==> config.mk <==
export PLATFORM = sky130hd
export DESIGN_NAME = dwatch_unit
export DESIGN_NICKNAME = d
export VERILOG_FILES = /design/src/rtl/dwatch_pkg.sv /design/src/rtl/dw_regs.sv /design/src/rtl/dw_addr_cmp.sv /design/src/rtl/dw_val_cmp.sv /design/src/rtl/dw_flags.sv /design/src/rtl/dwatch_unit.sv
export SDC_FILE = /design/constraint.sdc
export NUM_CORES = 1
export LEC_CHECK = 0
export BUFFER_PORTS_ARGS = -buffer_cell sky130_fd_sc_hd__buf_2
export CAP_MARGIN = 20
export CORE_ASPECT_RATIO = 1.75
export CORE_UTILIZATION = 45
export CTS_BUF_LIST = sky130_fd_sc_hd__clkbuf_2 sky130_fd_sc_hd__clkbuf_4 sky130_fd_sc_hd__clkbuf_8
export DETAILED_ROUTE_END_ITERATION = 10
export GPL_TIMING_DRIVEN = 0
export SLEW_MARGIN = 30
export SYNTH_ARGS = -nofsm -noshare
export SYNTH_HDL_FRONTEND = slang
export SYNTH_SLANG_ARGS = --single-unit
==> constraint.sdc <==
create_clock -name clk_i -period 2.8 [get_ports clk_i]
set_input_delay 0.28 -clock clk_i [delete_from_list [all_inputs] [get_ports clk_i]]
set_output_delay 0.28 -clock clk_i [all_outputs]
set_load 0.02 [all_outputs]
==> src/rtl/dwatch_pkg.sv <==
package dwatch_pkg;
  localparam int NCH    = 2;
  localparam int DW     = 32;
  localparam int NBYTES = DW / 8;
  localparam int NFLAG  = 2 * NCH;

  typedef enum logic [1:0] {
    VM_OFF  = 2'b00,
    VM_ALL  = 2'b01,
    VM_ANY  = 2'b10,
    VM_OFF3 = 2'b11
  } vmode_e;

  typedef struct packed {
    logic [NBYTES-1:0] mask;
    vmode_e            mode;
    logic              wr_en;
    logic              rd_en;
  } chan_cfg_t;

  localparam logic [2:0] SEL_ADDR0 = 3'd0;
  localparam logic [2:0] SEL_ADDR1 = 3'd1;
  localparam logic [2:0] SEL_VAL0  = 3'd2;
  localparam logic [2:0] SEL_VAL1  = 3'd3;
  localparam logic [2:0] SEL_CTRL  = 3'd4;
  localparam logic [2:0] SEL_CLR   = 3'd5;
  localparam int         RANGE_BIT = 16;
endpackage

==> src/rtl/dw_regs.sv <==
module dw_regs
  import dwatch_pkg::*;
#(
  parameter int AW = 32
) (
  input  logic                     clk_i,
  input  logic                     rst_ni,
  input  logic                     we_i,
  input  logic [2:0]               sel_i,
  input  logic [DW-1:0]            wdata_i,
  output logic [NCH-1:0][AW-1:0]   addr_o,
  output logic [NCH-1:0][DW-1:0]   val_o,
  output chan_cfg_t [NCH-1:0]      cfg_o,
  output logic                     range_o,
  output logic [NFLAG-1:0]         clr_o
);
  always_ff @(posedge clk_i or negedge rst_ni) begin
    if (!rst_ni) begin
      addr_o  <= '0;
      val_o   <= '0;
      cfg_o   <= '0;
      range_o <= 1'b0;
    end else if (we_i) begin
      case (sel_i)
        SEL_ADDR0: addr_o[0] <= wdata_i[AW-1:0];
        SEL_ADDR1: addr_o[1] <= wdata_i[AW-1:0];
        SEL_VAL0:  val_o[0]  <= wdata_i;
        SEL_VAL1:  val_o[1]  <= wdata_i;
        SEL_CTRL: begin
          for (int c = 0; c < NCH; c++) cfg_o[c] <= wdata_i[8*c +: 8];
          range_o <= wdata_i[RANGE_BIT];
        end
        default: ;
      endcase
    end
  end

  assign clr_o = (we_i && sel_i == SEL_CLR) ? wdata_i[NFLAG-1:0] : '0;
endmodule

==> src/rtl/dw_addr_cmp.sv <==
module dw_addr_cmp #(
  parameter int AW = 32
) (
  input  logic [AW-1:0] addr_i,
  input  logic [AW-1:0] own_i,
  input  logic [AW-1:0] lo_i,
  input  logic [AW-1:0] hi_i,
  input  logic          range_i,
  output logic          hit_o
);
  always_comb begin
    if (range_i) hit_o = (addr_i >= lo_i) && (addr_i < hi_i);
    else         hit_o = (addr_i == own_i);
  end
endmodule

==> src/rtl/dw_val_cmp.sv <==
module dw_val_cmp
  import dwatch_pkg::*;
(
  input  logic [DW-1:0]     data_i,
  input  logic [DW-1:0]     cmp_i,
  input  vmode_e            mode_i,
  input  logic [NBYTES-1:0] mask_i,
  output logic              ok_o
);
  logic [NBYTES-1:0] eq;

  for (genvar b = 0; b < NBYTES; b++) begin : g_byte
    assign eq[b] = (data_i[8*b +: 8] == cmp_i[8*b +: 8]);
  end

  // ok_o means the value condition does not block the hit
  always_comb begin
    case (mode_i)
      VM_ALL:  ok_o = (mask_i != '0) && ((eq & mask_i) == mask_i);
      VM_ANY:  ok_o = |(eq & mask_i);
      default: ok_o = 1'b1;
    endcase
  end
endmodule

==> src/rtl/dw_flags.sv <==
module dw_flags (
  input  logic       clk_i,
  input  logic       rst_ni,
  input  logic [1:0] set_i,
  input  logic [1:0] clr_i,
  output logic [1:0] flag_o
);
  always_ff @(posedge clk_i or negedge rst_ni) begin
    if (!rst_ni) flag_o <= '0;
    else         flag_o <= set_i | (flag_o & ~clr_i);
  end

  for (genvar i = 0; i < 2; i++) begin : g_chk
    assert_sticky_R8: assert property (@(posedge clk_i) disable iff (!rst_ni)
      (flag_o[i] && !clr_i[i]) |=> flag_o[i]);
    assert_clear_R9: assert property (@(posedge clk_i) disable iff (!rst_ni)
      (clr_i[i] && !set_i[i]) |=> !flag_o[i]);
    assert_event_wins_R9: assert property (@(posedge clk_i) disable iff (!rst_ni)
      set_i[i] |=> flag_o[i]);
  end
endmodule

==> src/rtl/dwatch_unit.sv <==
module dwatch_unit
  import dwatch_pkg::*;
#(
  parameter int AW = 32
) (
  input  logic          clk_i,
  input  logic          rst_ni,
  input  logic          acc_valid_i,
  input  logic [AW-1:0] acc_addr_i,
  input  logic [31:0]   acc_data_i,
  input  logic          acc_write_i,
  input  logic          cfg_we_i,
  input  logic [2:0]    cfg_sel_i,
  input  logic [31:0]   cfg_wdata_i,
  output logic [3:0]    status_o
);
  logic [NCH-1:0][AW-1:0] addr_q;
  logic [NCH-1:0][DW-1:0] val_q;
  chan_cfg_t [NCH-1:0]    cfg_q;
  logic                   range_q;
  logic [NFLAG-1:0]       clr;

  dw_regs #(.AW(AW)) u_regs (
    .clk_i   (clk_i),
    .rst_ni  (rst_ni),
    .we_i    (cfg_we_i),
    .sel_i   (cfg_sel_i),
    .wdata_i (cfg_wdata_i),
    .addr_o  (addr_q),
    .val_o   (val_q),
    .cfg_o   (cfg_q),
    .range_o (range_q),
    .clr_o   (clr)
  );

  for (genvar c = 0; c < NCH; c++) begin : g_ch
    logic       a_hit, v_ok, hit;
    logic [1:0] set;

    dw_addr_cmp #(.AW(AW)) u_acmp (
      .addr_i  (acc_addr_i),
      .own_i   (addr_q[c]),
      .lo_i    (addr_q[0]),
      .hi_i    (addr_q[1]),
      .range_i (range_q),
      .hit_o   (a_hit)
    );

    dw_val_cmp u_vcmp (
      .data_i (acc_data_i),
      .cmp_i  (val_q[c]),
      .mode_i (cfg_q[c].mode),
      .mask_i (cfg_q[c].mask),
      .ok_o   (v_ok)
    );

    assign hit    = acc_valid_i && a_hit && v_ok;
    assign set[0] = hit && !acc_write_i && cfg_q[c].rd_en;
    assign set[1] = hit &&  acc_write_i && cfg_q[c].wr_en;

    dw_flags u_flags (
      .clk_i  (clk_i),
      .rst_ni (rst_ni),
      .set_i  (set),
      .clr_i  (clr[2*c +: 2]),
      .flag_o (status_o[2*c +: 2])
    );

    assert_rd_source_R3: assert property (@(posedge clk_i) disable iff (!rst_ni)
      $rose(status_o[2*c]) |-> $past(acc_valid_i && !acc_write_i && cfg_q[c].rd_en));
    assert_wr_source_R3: assert property (@(posedge clk_i) disable iff (!rst_ni)
      $rose(status_o[2*c+1]) |-> $past(acc_valid_i && acc_write_i && cfg_q[c].wr_en));
    assert_zero_mask_R7: assert property (@(posedge clk_i) disable iff (!rst_ni)
      $rose(status_o[2*c +: 2] != 2'b00) |->
        $past(!(cfg_q[c].mode inside {VM_ALL, VM_ANY}) || cfg_q[c].mask != '0));
  end

  assert_idle_R8: assert property (@(posedge clk_i) disable iff (!rst_ni)
    (!acc_valid_i && !(cfg_we_i && cfg_sel_i == SEL_CLR)) |=> $stable(status_o));
endmodule

Word level (Yosys, flattened, before mapping)
Cells that the tools add are included.

Bits in registers: 149. Latch bits: 0. Memory bits (writable): 0. Memory bits (read-only): 0. Input bits: 104. Output and inout bits: 4. Memories kept: 0.

Add/subtract/negate cells: 0. Multiply operators: 0. Div/mod/pow operators: 0. Magnitude comparators: 2. Equality and inequality tests: 21. Shift operators: 0. Mux-type cells: 5. Bitwise gates (word level): 8. Reductions and logical operators: 27.

Operators with widths (number): 32-bit == test (2); 8-bit == test (8); 32-bit >= comparator (1); 32-bit < comparator (1); 1-bit logical AND (16); 2-bit AND reduction (5); 4-bit AND (2); 4-bit == test (2); 4-bit nonzero test (2); 4-bit OR reduction (2); 3-bit by 2-bit == test with 1-bit output, second input constant (2); 3-bit == test, second input constant (2); 2-bit AND (2); 2-bit by 1-bit == test with 1-bit output, second input constant (2); 2-bit == test, second input constant (2); 4-bit 2-to-1 mux (1); 2-bit inverter (2); 2-bit bitwise OR (2); 1-bit one-hot mux with 2 select lines (2); 3-bit by 1-bit == test with 1-bit output, second input constant (1); 3-bit logical NOT (1); 1-bit 2-to-1 mux (2); 1-bit logical NOT (1).

Depth between registers and ports, before layout
Gate-level depths: netlist of run 1.

Depth after elaboration: 9. Depth in mapped cells: 9.

Cells and area by module
Synthesis of run 1 repeated with hierarchy kept, for this count alone.

Cells, all modules: 990. Area total of the unflattened synthesis: 10521.3 um^2.

Modules (own cells, without submodules): dw_regs (times used 1, cells each 316, area an instance 5504.0 um^2, sequential area each 3628.5 um^2); dw_addr_cmp (g_ch[0].u_acmp) (times used 1, cells each 266, area an instance 1959.4 um^2, sequential area each 0.0 um^2); dw_addr_cmp (g_ch[1].u_acmp) (times used 1, cells each 266, area an instance 1941.9 um^2, sequential area each 0.0 um^2); dw_val_cmp (times used 2, cells each 61, area an instance 460.4 um^2, sequential area each 0.0 um^2); dw_flags (times used 2, cells each 6, area an instance 72.6 um^2, sequential area each 50.0 um^2); dwatch_unit (times used 1, cells each 8, area an instance 50.0 um^2, sequential area each 0.0 um^2).

Worst setup path after synthesis of run 1
No wires, ideal clock.

Path kind: register -> register. From: reg u_regs.addr_o[46] in the netlist's numbering. To: reg g_ch[0].u_flags.flag_o[0]. Library setup time: 0.104 ns. Arrival: 1.837 ns. Required time: 2.696 ns. Slack: 0.859 ns. Cell stages (with the launch flop): 10. Clock period less this slack: 1.941 ns. Path through: dfrtp_1 -> inv_1 -> ha_1 -> a21oi_2 -> nand2_1 -> a221o_1 -> a211o_1 -> nand3b_1 -> o211ai_2 -> o41ai_2.

Cells in the longest elaborated chain, start to end: 8.

RTL lines: from (decl) (RTL line dw_regs.sv:11) `output logic [NCH-1:0][AW-1:0] addr_o,`; 32-bit < comparator (RTL line dw_addr_cmp.sv:12) `if (range_i) hit_o = (addr_i >= lo_i) && (addr_i < hi_i);`; 1-bit logical AND (RTL line dw_addr_cmp.sv:12); 1-bit 2-to-1 mux (RTL line dw_addr_cmp.sv:12); 1-bit logical AND (2 in a row) (RTL line dwatch_unit.sv:57) `assign hit = acc_valid_i && a_hit && v_ok;`; 1-bit logical AND (2 in a row) (RTL line dwatch_unit.sv:58) `assign set[0] = hit && !acc_write_i && cfg_q[c].rd_en;`; 2-bit bitwise OR (RTL line dw_flags.sv:10) `else flag_o <= set_i | (flag_o & ~clr_i);`; to (signal assigned) (RTL line dw_flags.sv:10); to (decl) (RTL line dw_flags.sv:6) `output logic [1:0] flag_o`.

No other way between the ends. A chain may end at the register's enable or synchronous reset.

Final worst setup path of run 1
From: reg u_regs.addr_o[27] in the netlist's numbering. To: reg g_ch[0].u_flags.flag_o[0].

Cells in the longest elaborated chain, start to end: 8.

RTL lines (RTL line): 32-bit >= comparator (dw_addr_cmp.sv:12); 1-bit logical AND (dw_addr_cmp.sv:12); 1-bit 2-to-1 mux * (dw_addr_cmp.sv:12); 1-bit logical AND * (2 in a row) (dwatch_unit.sv:57); 1-bit logical AND * (2 in a row) (dwatch_unit.sv:58); 2-bit bitwise OR * (dw_flags.sv:10).

Every way passes the cells marked *; elsewhere a longest branch is shown, timed or not.

==> impl_metrics.json, run 1 <==
{
  "status": "completed",
  "grt_pass1_wl_um": 32600,
  "synth_top_area_share_pct": 46.7,
  "maxSlewViolCount": 0,
  "finClkSkew_ns": 0.0202,
  "clock_sinks": 149,
  "power.leakage_nw": 4.23,
  "drtPass1Iterations": 5,
  "grt_pass1_vias": 6158,
  "cts_tree": "yes",
  "htree_levels": 4,
  "ir_worst_vdd_mv": 0.258,
  "hp-start": "cfg_wdata_i[22]",
  "coreArea_sq_um": 17500,
  "clkTransAtPathRegs_ns": 0.09,
  "vias": 5967,
  "antenna_found_initial": 0,
  "setup_viol": 0,
  "netlist_area_sq_um": 7990,
  "drt-total-wl_um": 20600,
  "post-route-min-period_ns": 2.43,
  "setup-tns-final_ns": 0,
  "grt_start_max_net_pins": 81,
  "tightest_slew_ns": 0.782,
  "required_ns": 3.16,
  "synth_area_leader_cell": "dfrtp_1",
  "ios": 108,
  "cp_max_fo": 4,
  "fin_util_pct": 53.4,
  "die_h_um": 178,
  "ys_types": 39,
  "synth_edf_count": 0,
  "drc_errors": 0,
  "wl_per_cell_um": 18.1,
  "final_nets": 1068,
  "synth.ff_latch_count": 149,
  "area_growth_pct": 16.8,
  "powerDensity_nw_per_um2": 694,
  "postSynthAreaPerCell_sq_um": 10.4,
  "clock.fmax_mhz": 412,
  "drt-initial-drc-count": 147,
  "numCtsBuffers": 17,
  "cts-root-buf": "clkbuf_8",
  "relSlewSlack_pct": 47.9,
  "ff2ff_path_depth": 9,
  "hold_depth": 3,
  "final_cells": 1140,
  "syn_inst": 769,
  "cp.arrival_ns": 2.78,
  "synth_flop_cell": "dfrtp_1",
  "r2r-end": "g_ch[0].u_flags.flag_o[0]",
  "min_to": "u_regs.addr_o[54]",
  "yosysMostFrequentCell": "dfrtp_1",
  "rsz0062_at_grt": "false",
  "grt-ovfl-total": 0,
  "crit_type": "register to register",
  "clk_path_buf_depth": 2,
  "worstSetupEndpointType": "register",
  "viasPerCell": 5.23,
  "syn_nets": 941,
  "row_count": 64,
  "synthTopCellsByCount": "dfrtp_1, nand2_1, o21ai_0",
  "post_cts_buffers": 0,
  "synth_area_leaders": "dfrtp_1, ha_1, mux2_2, xnor2_1, o21ai_0",
  "place_inst": 1107,
  "max_cap_violations": 0,
  "finalCritPeriodShare_pct": 86.7,
  "clk_latency_ns": 0.46,
  "gp_congestion": 0.798,
  "async_flop_share_pct": 100,
  "initial_core_util_pct": 45.8,
  "port_buffers": 106,
  "ys_warn_count": 0,
  "drive_gt1_share_pct": 25.0,
  "drtAntennaViolNets": 0,
  "hold_class": "input pin to register",
  "reg2reg_from": "u_regs.addr_o[27]",
  "r2r_slack_ns": 0.37,
  "cp-start-kind": "register",
  "final_hold_viol_count": 0,
  "dieArea_sq_um": 18300,
  "seq_area_frac_synth_pct": 46.7,
  "fp.dieW_um": 103,
  "grt_use_total_pct": 24.4,
  "hpwl_um": 15900
}
==> cell families (layout without fill, tap and decap cells) <==
| kind of cell | after synthesis | count (layout) | share of synthesized area (%) |
|---|---|---|---|
| XOR/XNOR | 64 | 64 | 7.02 |
| buffers and inverters | 93 | 232 | 4.43 |
| flip-flops | 149 | 149 | 46.7 |
| AO/OA/AOI/OAI | 139 | 139 | 10.2 |
| AND/OR/NAND/NOR | 181 | 181 | 10.5 |
| adder cells (fa/ha/maj) | 68 | 68 | 10.6 |
| other | 0 | 1 | 0 |
| multiplexers | 75 | 75 | 10.6 |
==> worst max path at each step <==
stage / start / end / slack, ns / cells after the start
after floorplan: u_regs.addr_o[46] / g_ch[0].u_flags.flag_o[0] / 0.86 / 9
after global placement: rst_ni / u_regs.val_o[28] / -0.88 / 1
after detailed placement: acc_addr_i[29] / g_ch[0].u_flags.flag_o[0] / 0.22 / 9
after CTS: u_regs.addr_o[29] / g_ch[0].u_flags.flag_o[0] / 0.23 / 9
after global routing: u_regs.addr_o[27] / g_ch[1].u_flags.flag_o[0] / 0.14 / 9
final: u_regs.addr_o[27] / g_ch[0].u_flags.flag_o[0] / 0.37 / 9
==> power breakdown <==
part           leakage [nW]  switching [mW]  total, mW  internal (mW)
logic                  2.20           0.865       1.65          0.782
clock network         0.231           0.846       1.95           1.11
registers              1.80           0.250       2.87           2.62
==> cell type report <==
class	count	area, sq um
repair buffers	108	578
plain buffers	21	83.8
well taps	231	289
multi-input cells	527	3920
fillers	1679	8130
flip-flops and latches	149	3730
diodes	1	2.50
inverters	72	270
clock inverters	11	198
clock buffers	20	263
==> worst max-delay path, cell delays in order, from the launching register on <==
cell	delay [ns]
dfrtp_1	0.34
inv_1	0.05
ha_1	0.32
nand4_1	0.21
nor4_4	0.47
nand3_1	0.21
nand4_1	0.14
a211o_1	0.12
o211ai_2	0.16
o41ai_2	0.31
==> metrics by stage <==
step / setup WS (ns) / power, mW / cell area (sq um) / hold WS (ns)
2_1_floorplan: 0.859 / 4.01 / 7990 / -0.0156
3_3_place_gp: -0.881 / 4.52 / 8810 / 0.490
3_5_place_dp: 0.222 / 4.57 / 8850 / 0.325
4_1_cts: 0.230 / 6.55 / 9320 / 0.0543
5_1_grt: 0.136 / 6.89 / 9330 / 0.0622
6_report: 0.373 / 6.48 / 9330 / 0.0758
==> flip-flops by register name (all words and copies together), names as in the netlist <==
register             flops
u_regs.addr_o           64
u_regs.val_o            64
u_regs.range_o           1
g_ch.u_flags.flag_o      4
u_regs.cfg_o            16
==> cell usage in the layout (no fill, tap or decap), types with 3 or more instances in the layout <==
master     instances
dfrtp_1          149
buf_2            109
nand2_1          105
o21ai_0           80
mux2_2            75
inv_1             72
ha_1              68
xnor2_1           64
a21oi_1           28
nand4_1           22
nor2_1            18
clkbuf_8          18
clkbuf_1          17
nand3_1           10
nor3_1             7
bufinv_16          5
nor4_1             4
o31ai_1            4
a21o_1             4
a22oi_1            3
nand2b_1           3
a211o_1            3
inv_6              3
==> layer usage <==
| metal | up-vias | wire length (um) | track usage, % |
|---|---|---|---|
| li1 | 2895 | - | - |
| met1 | 2922 | 8180 | 28.0 |
| met4 | 0 | 658 | 10.3 |
| met2 | 122 | 11000 | 43.4 |
| met5 | - | 0 | 0 |
| met3 | 28 | 780 | 4.86 |
==> repair_timing <==
item | CTS | global route
hold buffers | 1 | 0
endpoints found under the setup margin | 0 | 1
endpoints found under the hold margin | 79 | 0
resized for setup | 0 | 1
Power figures use the tool's default switching activity.
==> run 2: changes to the inputs <==
- GPL_TIMING_DRIVEN: 0 -> 1
==> run 2 against run 1 <==
- count of clock-buffer cells in the layout fell by 3
- sequential share of layout area grew 0.26 points
- cell count shrank 0.96%
- via count shrank 3.5%
- global-route usage shrank 2.0 points
- first-iteration DRC count rose by 28%
- utilization is 0.35 points lower
- combinational power barely moved
- hold slack worse by 0.0044 ns
- power decreased by 4.0%
- setup slack gained 0.074 ns
- flip-flop and latch count stayed put
- critical path type unchanged
==> impl_metrics.json, run 2 (synthesis gave the netlist of run 1 again) <==
{
  "status": "completed",
  "antenna_found_initial": 0,
  "ios": 108,
  "grt_pass1_wl_um": 30100,
  "initial_core_util_pct": 45.8,
  "cp.arrival_ns": 2.71,
  "clock_sinks": 149,
  "post_cts_buffers": 0,
  "hold_ws_ns": 0.0714,
  "post-route-min-period_ns": 2.35,
  "grt-ovfl-total": 0,
  "ir_worst_vdd_mv": 0.335,
  "grt_pass1_vias": 5893,
  "fp.dieW_um": 103,
  "area_growth_pct": 16.0,
  "crit_chain": "inv_1, ha_1, nand4_2, nor4_2, nand3_1, nand4_1, a211o_1, o211ai_2, o41ai_2",
  "die_h_um": 178,
  "grt_start_max_net_pins": 81,
  "final_common_cell": "dfrtp_1",
  "layout_common_cells": "dfrtp_1, buf_2, nand2_1",
  "crit_type": "register to register",
  "relSlewSlack_pct": 47.3,
  "clk_latency_ns": 0.45,
  "cts-root-buf": "clkbuf_8",
  "power.leakage_nw": 4.20,
  "final_nets": 1057,
  "reg_top3": "u_regs.addr_o: 64 flops, u_regs.val_o: 64 flops, u_regs.cfg_o: 16 flops",
  "drt-total-wl_um": 18900,
  "tightest_slew_ns": 0.790,
  "setup_viol": 0,
  "cts_tree": "yes",
  "required_ns": 3.16,
  "worstSetupEndpointType": "register",
  "drtPass1Iterations": 4,
  "finClkSkew_ns": 0.0127,
  "port_buffers": 107,
  "rsz0062_at_grt": "false",
  "clock.fmax_mhz": 425,
  "gp_congestion": 0.794,
  "drtAntennaViolNets": 0,
  "max_cap_violations": 0,
  "setup-tns-final_ns": 0,
  "hold_class": "input pin to register",
  "clkTransAtPathRegs_ns": 0.09,
  "viasPerCell": 5.10,
  "critPathMaxStageDelay_ns": 0.53,
  "maxSlewViolCount": 0,
  "seq_area_sq_um": 3730,
  "dieArea_sq_um": 18300,
  "fin_util_pct": 53.1,
  "final_hold_viol_count": 0,
  "row_count": 64,
  "hpwl_um": 14700,
  "cp-start-kind": "register",
  "finalCritPeriodShare_pct": 84.0,
  "numCtsBuffers": 17,
  "drive_gt1_share_pct": 26.2,
  "cts_resized": 0,
  "cp_max_fo": 4,
  "clk_path_buf_depth": 2,
  "htree_levels": 4,
  "grt_use_total_pct": 22.4,
  "powerDensity_nw_per_um2": 671,
  "drt-initial-drc-count": 188,
  "coreArea_sq_um": 17500,
  "multi_input_area_sq_um": 3930,
  "hold_buffers": 1,
  "antennaDiodeCount": 0,
  "cpMaxStageDelayCell": "nor4_2",
  "n_fill_cell": 1669,
  "vias": 5760,
  "wl_per_cell_um": 16.7,
  "drc_errors": 0
}
==> run 2: cell count changes in the layout (fill, tap and decap cells not counted), moves of 3 or more <==
cell and delta:
buf_2 -3, buf_4 +8, bufinv_16 -3, clkbuf_1 -17
inv_6 +3
==> run 2: path summary, 6_finish.rpt <==
path	from	to	slack [ns]	depth (start not counted)
worst max-delay path	u_regs.addr_o[29]	g_ch[0].u_flags.flag_o[0]	0.45	9
worst min-delay path	cfg_wdata_i[21]	u_regs.addr_o[53]	0.07	3
worst max register to register	u_regs.addr_o[29]	g_ch[0].u_flags.flag_o[0]	0.45	9
worst min register to register	g_ch[1].u_flags.flag_o[1]	g_ch[1].u_flags.flag_o[1]	0.49	2
max in group asynchronous	rst_ni	u_regs.val_o[62]	1.67	3
min in group asynchronous	rst_ni	u_regs.addr_o[14]	0.43	2
==> run 2: per-layer routing <==
metal,wire length [um],vias to the layer above,GRT usage [%],part of all wire (%)
met4,492,0,8.98,2.6
met2,10400,105,41.5,55
met3,689,23,4.00,3.6
li1,-,2881,-,-
met5,0,-,0,0
met1,7370,2751,24.7,39
==> run 2: per-stage QoR <==
step                cells  cell area, sq um  setup WS (ns)  power, mW
detailed placement   1096              8860          0.465       4.58
finish               1129              9270          0.447       6.21
global route         1129              9270          0.264       6.64
floorplan             769              7990          0.859       4.01
CTS                  1129              9270          0.481       6.30
global placement     1096              8860          0.428       4.54
==> run 2: cell type report <==
| cell class | instances | area share [%] |
|---|---|---|
| clock buffers | 17 | 2.52 |
| clock inverters | 15 | 1.80 |
| inverters | 72 | 2.92 |
| multi-input cells | 527 | 42.4 |
| flip-flops and latches | 149 | 40.2 |
| well taps | 231 | 3.12 |
| repair buffers | 118 | 7.03 |
==> run 2: worst max-delay path: cells and delay by family (launching register included) <==
| family | cells | cell delay, ns |
|---|---|---|
| simple gates | 4 | 1.05 |
| compound gates | 3 | 0.52 |
| flops | 1 | 0.34 |
| fa+ha+maj | 1 | 0.30 |
| buf+inv | 1 | 0.05 |
==> run 2: where the power goes <==
group | leakage [nW] | switching [mW] | total, mW | internal [mW]
combinational | 2.20 | 0.859 | 1.64 | 0.786
clock | 0.194 | 0.888 | 1.70 | 0.810
sequential | 1.80 | 0.248 | 2.87 | 2.62
==> run 3: changes to the inputs <==
- clock period: 2.8 -> 2.4 ns (I/O delays scaled with it)
==> run 3 against run 2 <==
- sequential power rose by 17%
- largest cell class unchanged
- routed wire length rose by 1.4%
- non-clock buffer count rose by 6
- flip-flop and latch count did not move
- fmax rose by 1.5%
- clock power rose by 20%
- register-to-register slack got worse by 0.37 ns
- combinational power rose by 18%
==> impl_metrics.json, run 3 (synthesis gave the netlist of run 1 again) <==
{
  "grt_use_total_pct": 22.7,
  "clock.fmax_mhz": 431,
  "area_growth_pct": 17.1,
  "cpMaxStageDelayCell": "a221o_1",
  "cp-start-kind": "register",
  "wl_per_cell_um": 16.9,
  "pwr-share-seq_pct": 45.7,
  "vias": 5875,
  "viasPerCell": 5.18,
  "clk_latency_ns": 0.45,
  "cp_max_fo": 4,
  "final_cells": 1134,
  "drc_errors": 0,
  "path_buf_inv": 1,
  "ir_worst_vdd_mv": 0.363,
  "htree_levels": 4,
  "worstSetupEndpointType": "register",
  "hold_ws_ns": 0.0290,
  "ios": 108,
  "drtAntennaViolNets": 0,
  "drt-initial-drc-count": 155,
  "finClkSkew_ns": 0.0108,
  "rsz0062_at_grt": "false",
  "clock_sinks": 149,
  "tightest_slew_ns": 0.523,
  "final_nets": 1063,
  "drive_gt1_share_pct": 26.8,
  "hold_class": "input pin to register",
  "numCtsBuffers": 17,
  "multi_input_area_sq_um": 3950,
  "seq_area_sq_um": 3730,
  "clockPowerShare_pct": 27.8,
  "crit_type": "register to register",
  "required_ns": 2.76,
  "port_buffers": 107,
  "ff2ff_path_depth": 9,
  "cts_tree": "yes",
  "reg_top3": "u_regs.addr_o: 64 flops, u_regs.val_o: 64 flops, u_regs.cfg_o: 16 flops",
  "fin_util_pct": 53.6,
  "drtPass1Iterations": 4,
  "post_cts_buffers": 0,
  "powerDensity_nw_per_um2": 784,
  "initial_core_util_pct": 45.8,
  "hpwl_um": 15000,
  "hold_depth": 2,
  "drt-total-wl_um": 19200,
  "antennaDiodeCount": 0,
  "finalCritPeriodShare_pct": 96.6,
  "maxSlewViolCount": 0,
  "status": "completed",
  "place_area_sq_um": 8910,
  "path_depth": 9,
  "relSlewSlack_pct": 64.9,
  "layout_common_cells": "dfrtp_1, buf_2, nand2_1",
  "final_area_sq_um": 9350,
  "cp_top_family": "compound AO/OA/AOI/OAI gates",
  "gp_congestion": 0.818,
  "final_hold_viol_count": 0,
  "antenna_found_initial": 0,
  "die_h_um": 178,
  "cts-root-buf": "clkbuf_8",
  "final_common_cell": "dfrtp_1",
  "post-route-min-period_ns": 2.32,
  "grt_pass1_vias": 5999,
  "p_switching_mw": 2.29,
  "coreArea_sq_um": 17500,
  "clkTransAtPathRegs_ns": 0.09,
  "place_inst": 1102,
  "power.leakage_nw": 4.26,
  "intPower_mw": 5.05,
  "n_fill_cell": 1676,
  "row_count": 64,
  "switching_share_pct": 31.2,
  "dieArea_sq_um": 18300,
  "cp.arrival_ns": 2.68,
  "setup-tns-final_ns": 0,
  "grt-ovfl-total": 0,
  "clk_path_buf_depth": 2,
  "grt_pass1_wl_um": 30500,
  "max_cap_violations": 0,
  "p_comb_share_pct": 26.5,
  "grt_start_max_net_pins": 52,
  "crit_chain": "inv_1, ha_1, a21oi_1, o21ai_0, a221o_1, a211o_1, nand3b_1, o211ai_2, o41ai_2",
  "critPathMaxStageDelay_ns": 0.39,
  "fp.dieW_um": 103,
  "setup_viol": 0
}
## run 3: final cells by class
cell class	count	share of cell area, %
Clock inverter	12	1.65
Sequential cell	149	39.9
Clock buffer	19	2.73
Multi-Input combinational cell	527	42.2
Inverter	72	2.89
Tap cell	231	3.09
Timing Repair Buffer	124	7.59
## run 3: final timing paths
check / startpoint / end / slack (ns)
worst min-delay path: acc_write_i / g_ch[0].u_flags.flag_o[0] / 0.03
max in group asynchronous: rst_ni / u_regs.val_o[63] / 1.40
worst max register to register: u_regs.addr_o[37] / g_ch[0].u_flags.flag_o[0] / 0.08
min in group asynchronous: rst_ni / u_regs.addr_o[10] / 0.31
worst max-delay path: u_regs.addr_o[37] / g_ch[0].u_flags.flag_o[0] / 0.08
worst min register to register: g_ch[1].u_flags.flag_o[1] / g_ch[1].u_flags.flag_o[1] / 0.48
## run 3: stage by stage
stage                     power (mW)  setup slack [ns]
after global placement          5.30             0.114
final                           7.34            0.0811
after detailed placement        5.36            0.0900
after CTS                       7.42            0.0969
after floorplan                 4.68             0.459
after global routing            7.82            0.0143
## run 3: timing repair
action                                  4_1_cts  5_1_grt
endpoints found under the setup margin        0        4
endpoints found under the hold margin        48        0
hold buffers                                  1        0
resized for setup                             0        3
## run 3: power by group through the flow
stage	Clock [mW]	Sequential [mW]	Combinational (mW)
global route	2.19	3.42	2.21
finish	2.04	3.35	1.94
floorplan	0	3.37	1.31
CTS	2.10	3.36	1.96
detailed placement	0	3.41	1.95
global placement	0	3.39	1.91
## run 3: metal layers
| metal | share of wire, % | vias to the layer above | global-route usage, % | wire length [um] |
|---|---|---|---|---|
| li1 | - | 2892 | - | - |
| met4 | 1.2 | 0 | 6.16 | 226 |
| met1 | 39 | 2884 | 24.2 | 7460 |
| met5 | 0 | - | 0 | 0 |
| met2 | 57 | 86 | 43.7 | 10900 |
| met3 | 3.3 | 13 | 4.86 | 634 |
